File: config.mk
export PLATFORM = sky130hd
export DESIGN_NAME = rst_release_seq
export DESIGN_NICKNAME = d
export VERILOG_FILES = /design/src/rtl/rrs_pkg.sv /design/src/rtl/rrs_sync.sv /design/src/rtl/rrs_delay_cnt.sv /design/src/rtl/rst_release_seq.sv
export SDC_FILE = /design/constraint.sdc
export NUM_CORES = 1
export LEC_CHECK = 0
export BUFFER_PORTS_ARGS = -buffer_cell sky130_fd_sc_hd__buf_2
export CORE_ASPECT_RATIO = 0.7
export CORE_MARGIN = 2
export CORE_UTILIZATION = 61
export CTS_BUF_LIST = sky130_fd_sc_hd__clkbuf_8
export DETAILED_ROUTE_END_ITERATION = 8
export PLACE_DENSITY = 0.89
export SYNTH_ARGS = -nofsm -noshare
export SYNTH_HDL_FRONTEND = slang
export SYNTH_SLANG_ARGS = --single-unit
File: constraint.sdc
create_clock -name clk -period 1.6 [get_ports clk]
set_clock_uncertainty 0.1 [all_clocks]
set_input_delay 0.08 -clock clk [delete_from_list [all_inputs] [get_ports clk]]
set_output_delay 0.08 -clock clk [all_outputs]
set_load 0.02 [all_outputs]
File: src/rtl/rrs_pkg.sv
package rrs_pkg;
  parameter int unsigned MCU_CYCLES_DEF  = 256;
  parameter int unsigned CARD_CYCLES_DEF = 400;
  parameter int unsigned CARD_DIV_DEF    = 4;
  parameter int unsigned DLY_W_DEF       = 8;
endpackage

File: src/rtl/rrs_sync.sv
module rrs_sync (
  input  logic clk,
  input  logic arst_n,
  output logic rst_s_n
);
  logic meta_q;
  logic sync_q;

  always_ff @(posedge clk or negedge arst_n) begin
    if (!arst_n) begin
      meta_q <= 1'b0;
      sync_q <= 1'b0;
    end else begin
      meta_q <= 1'b1;
      sync_q <= meta_q;
    end
  end

  assign rst_s_n = sync_q;
endmodule

File: src/rtl/rrs_delay_cnt.sv
module rrs_delay_cnt #(
  parameter int unsigned W           = 8,
  parameter bit          CLR_ON_IDLE = 1'b1
) (
  input  logic         clk,
  input  logic         rst_n,
  input  logic         run,
  input  logic [W-1:0] limit,
  output logic         done
);
  logic [W-1:0] cnt_q, cnt_d;
  logic         done_q, done_d;
  logic [W-1:0] idle_cnt;

  generate
    if (CLR_ON_IDLE) begin : g_restart
      assign idle_cnt = '0;
    end else begin : g_hold
      assign idle_cnt = cnt_q;
    end
  endgenerate

  always_comb begin
    cnt_d  = cnt_q;
    done_d = done_q;
    if (!done_q) begin
      if (run) begin
        if (cnt_q == limit) begin
          done_d = 1'b1;
        end else begin
          cnt_d = cnt_q + 1'b1;
        end
      end else begin
        cnt_d = idle_cnt;
      end
    end
  end

  always_ff @(posedge clk or negedge rst_n) begin
    if (!rst_n) begin
      cnt_q  <= '0;
      done_q <= 1'b0;
    end else begin
      cnt_q  <= cnt_d;
      done_q <= done_d;
    end
  end

  assign done = done_q;

  // a released line stays released
  assert_done_sticky_R7: assert property (@(posedge clk) disable iff (!rst_n)
    done |=> done);

  // release only on an edge where the run condition was sampled
  assert_release_needs_run_R5: assert property (@(posedge clk) disable iff (!rst_n)
    $rose(done) |-> $past(run));
endmodule

File: src/rtl/rst_release_seq.sv
module rst_release_seq
  import rrs_pkg::*;
#(
  parameter int unsigned MCU_CYCLES  = MCU_CYCLES_DEF,
  parameter int unsigned CARD_CYCLES = CARD_CYCLES_DEF,
  parameter int unsigned CARD_DIV    = CARD_DIV_DEF,
  parameter int unsigned DLY_W       = DLY_W_DEF
) (
  input  logic             clk,
  input  logic             por_n,
  input  logic             dsp_clk_en_i,
  input  logic             card_clk_on_i,
  input  logic [DLY_W-1:0] dsp_dly_i,
  output logic             clk_run_o,
  output logic             mcu_rst_n_o,
  output logic             rfi_rst_n_o,
  output logic             dsp_rst_n_o,
  output logic             card_rst_n_o
);
  localparam int unsigned MCU_W     = (MCU_CYCLES > 1) ? $clog2(MCU_CYCLES) : 1;
  localparam int unsigned CARD_TOT  = CARD_CYCLES * CARD_DIV;
  localparam int unsigned CARD_W    = (CARD_TOT > 1) ? $clog2(CARD_TOT) : 1;
  localparam logic [MCU_W-1:0]  MCU_LIM  = MCU_W'(MCU_CYCLES - 1);
  localparam logic [CARD_W-1:0] CARD_LIM = CARD_W'(CARD_TOT - 1);

  logic rst_s_n;
  logic mcu_done, dsp_done, card_done;

  rrs_sync u_sync (
    .clk     (clk),
    .arst_n  (por_n),
    .rst_s_n (rst_s_n)
  );

  rrs_delay_cnt #(.W(MCU_W), .CLR_ON_IDLE(1'b0)) u_mcu_cnt (
    .clk   (clk),
    .rst_n (rst_s_n),
    .run   (1'b1),
    .limit (MCU_LIM),
    .done  (mcu_done)
  );

  rrs_delay_cnt #(.W(DLY_W), .CLR_ON_IDLE(1'b1)) u_dsp_cnt (
    .clk   (clk),
    .rst_n (rst_s_n),
    .run   (dsp_clk_en_i),
    .limit (dsp_dly_i),
    .done  (dsp_done)
  );

  rrs_delay_cnt #(.W(CARD_W), .CLR_ON_IDLE(1'b1)) u_card_cnt (
    .clk   (clk),
    .rst_n (rst_s_n),
    .run   (card_clk_on_i),
    .limit (CARD_LIM),
    .done  (card_done)
  );

  assign clk_run_o    = rst_s_n;
  assign mcu_rst_n_o  = mcu_done;
  assign rfi_rst_n_o  = mcu_done;
  assign dsp_rst_n_o  = dsp_done;
  assign card_rst_n_o = card_done;

  // no downstream reset is released before the clocks are started
  assert_hold_until_run_R1: assert property (@(posedge clk) disable iff (!por_n)
    !clk_run_o |-> (!mcu_rst_n_o && !dsp_rst_n_o && !card_rst_n_o));

  // the processor pair is released only after the clock-run strobe was up
  assert_mcu_after_run_R3: assert property (@(posedge clk) disable iff (!por_n)
    $rose(mcu_rst_n_o) |-> $past(clk_run_o));
endmodule

==> results by group <==
Clock tree
  – CTS Buffer Depth: 2
  – Root buf cell: clkbuf_8
  – Reg clk slew, reported paths: 70 ps
  – CTS tree: done
  – H-tree depth: 2
  – Worst-Skew Late Latency: 290 ps
  – # clock sinks: 32
  – CTS Buf Count: 5

Placed design
  – Setup WS pre-CTS: -150 ps
  – Cells after DPL: 251
  – Gp weighted congestion: 1.03
  – IO buf count: 16
  – Placed cell area: 2120 sq um
  – DP HPWL: 3.12 mm

Final layout
  – Commonest non-fill, non-tap cell in the layout: buf_4
  – Most frequent cells in the layout: buf_4, dfrtp_1, inv_1
  – # diodes: 0
  – Filler cells: 92
  – Share of cells above drive strength 1: 44.0%
  – Final Cell Area: 2530 sq um
  – Non-Filler Instances: 277
  – Net count, final: 255
  – P&R area growth vs syn: 44.8%
  – Fin util: 91.7%

STA
  – Hold Violations, Final: 0
  – Final WS setup: -342 ps
  – Fin. max-slew vios: 0
  – Final Hold Slack: 89.8 ps
  – Final period utilization: 121%
  – Fin Setup TNS: -3050 ps
  – RSZ-0062 raised after global routing: yes
  – FMAX: 0.515 GHz
  – Setup violators final: 26
  – Final Critical Period: 1940 ps

Synth
  – Cell area after synthesis: 1750 sq um
  – EDFF count, synth: 0
  – Avg Inst Size Synth: 10.0 sq um
  – Yosys warning total: 0
  – Syn nets: 190
  – Sequential share of the synthesized area: 45.8%
  – Cells after synthesis: 175
  – Main synth FF type: dfrtp_1
  – Post-synth cell types: 45
  – Flops & latches, synth: 32
  – Ys async rst share: 100%

Critical path
  – Kind of critical path: flop to flop
  – Worst Setup End Kind: flop
  – Slowest-stage cell, CP: dfrtp_1
  – CP startpoint kind: flop
  – Worst path arrival time: 2020 ps
  – CP peak stage delay: 460 ps
  – Critical path peak fanout: 8
  – Required time of the critical path: 1680 ps
  – Crit path cell chain: ha_4 -> nand3_4 -> or3_4 -> o21a_4 -> mux2i_1

Global routing
  – Initial antenna violation count: 0
  – Global route total overflow: 0
  – Vias in the first global route: 1715
  – Largest net degree at the start of global routing: 18
  – First-pass GRT wire length: 8.36 mm
  – Global Route Usage Sum: 34.9%

Die
  – Die height: 48.8 microns
  – Core Footprint: 2760 sq um
  – Die Wd: 68.0 microns
  – Num ports: 17
  – Initial Utilization: 63.3%
  – Die area: 3320 sq um
  – Std cell rows: 16

Power and ir drop
  – Pwr/cell area: 696 nW/um^2
  – Leakage: 1.10 nW
  – Worst VDD drop: 785 uV
  – Total design power: 1.76 mW

Drt
  – Via/cell ratio: 6.98
  – Antenna Violating Nets Remaining: 0
  – Vias: 1934
  – WL/cell: 24.3 microns
  – Detailed Route Iter0 Violations: 383
  – Pre-antenna DRT Iters: 6
  – DRC Markers: 0
  – Final wirelength: 6.73 mm

Run status
  – Status: finished with violations
  – Failing checks: negative setup slack

Worst hold path
  – Worst hold path class: input port to flop

Flow run
  – Max Cap Violations: 0
## logic make-up (layout without fill, tap and decap cells)
family          after synthesis  after routing  synth area share, %
compound gates               41             41                 18.7
xor+xnor                     15             15                 7.51
buf+inv                      23             89                 5.86
simple gates                 54             54                 16.3
flops                        32             32                 45.8
fa+ha+maj                     3              3                 2.15
mux                           6              6                 3.51
other cells                   1              1                0.214
## final timing paths
| check | slack (ps) | start | endpoint | cells after the start |
|---|---|---|---|---|
| worst max-delay path | -340 | u_card_cnt.cnt_q[1]$_DFFE_PN0P_ | u_card_cnt.cnt_q[1]$_DFFE_PN0P_ | 5 |
| worst min register to register | 270 | u_sync.meta_q$_DFF_PN0_ | u_sync.rst_s_n$_DFF_PN0_ | 0 |
| worst max register to register | -340 | u_card_cnt.cnt_q[1]$_DFFE_PN0P_ | u_card_cnt.cnt_q[1]$_DFFE_PN0P_ | 5 |
| min in group asynchronous | 280 | u_sync.rst_s_n$_DFF_PN0_ | u_mcu_cnt.done$_DFF_PN0_ | 1 |
| worst min-delay path | 90 | card_clk_on_i | u_card_cnt.cnt_q[7]$_DFFE_PN0P_ | 3 |
| max in group asynchronous | 740 | por_n | u_sync.rst_s_n$_DFF_PN0_ | 3 |
## cells in the mapped netlist, types with 2 or more instances
library cell  number  area (sq um)
dfrtp_1           32           801
inv_1             18          67.6
nand2_1           14          52.6
xnor2_1           13           114
nand3_1            8          40.0
nor3_1             7          35.0
o311ai_0           7          61.3
o21ai_0            6          30.0
mux2i_1            5          50.1
nand2b_1           5          31.3
nand4_1            5          31.3
nor2_1             5          18.8
a21oi_1            4          20.0
a32o_1             4          40.0
ha_1               3          37.5
nor4_1             3          18.8
a31oi_1            2          12.5
a41oi_1            2          17.5
buf_4              2          15.0
o221ai_1           2          17.5
o2bb2ai_1          2          17.5
or3_1              2          12.5
xor2_1             2          17.5
## sequential cells by signal (all words and copies together) (netlist names)
register          cells
u_card_cnt.cnt_q     11
u_dsp_cnt.cnt_q       8
u_mcu_cnt.cnt_q       8
u_card_cnt.done       1
u_dsp_cnt.done        1
u_mcu_cnt.done        1
u_sync.meta_q         1
u_sync.rst_s_n        1
## worst max-delay path: cells and delay by family, from the launching register on
family                   cells  cell delay (ps)
AO/OA/AOI/OAI                1              270
adder cells (fa/ha/maj)      1              200
flip-flops                   1              460
multiplexers                 1              270
AND/OR/NAND/NOR              2              530
## per-layer routing
metal,global-route usage (%),vias to the layer above,wire length [microns],part of all wire (%)
met2,54.5,187,2960,44
met4,21.3,0,447,6.6
met5,0,-,0,0
met3,8.55,55,772,11
met1,43.2,915,2560,38
li1,-,777,-,-
## layout make-up
type	count	area, sq um	share of cell area [%]
Clock inverter	3	38.8	1.53
Tap cell	36	45.0	1.78
Sequential cell	32	805	31.8
Clock buffer	5	68.8	2.72
Timing Repair Buffer	63	457	18.0
Inverter	18	67.6	2.67
Multi-Input combinational cell	120	1050	41.5
## power by group
group	switching, mW	internal, mW	leakage, nW
registers	0.00883	0.814	0.363
logic	0.0870	0.0706	0.678
clock network	0.326	0.456	0.0593
## repair_timing
action                                  in CTS  in global routing
gates cloned                                 0                  0
resized for setup                           17                 29
pin swaps                                    5                 11
buffers inserted                             6                 11
endpoints found under the setup margin      18                 26
endpoints found under the hold margin        2                  0
hold buffers                                 2                  0
No activity file was read; power rests on OpenSTA's default activity.
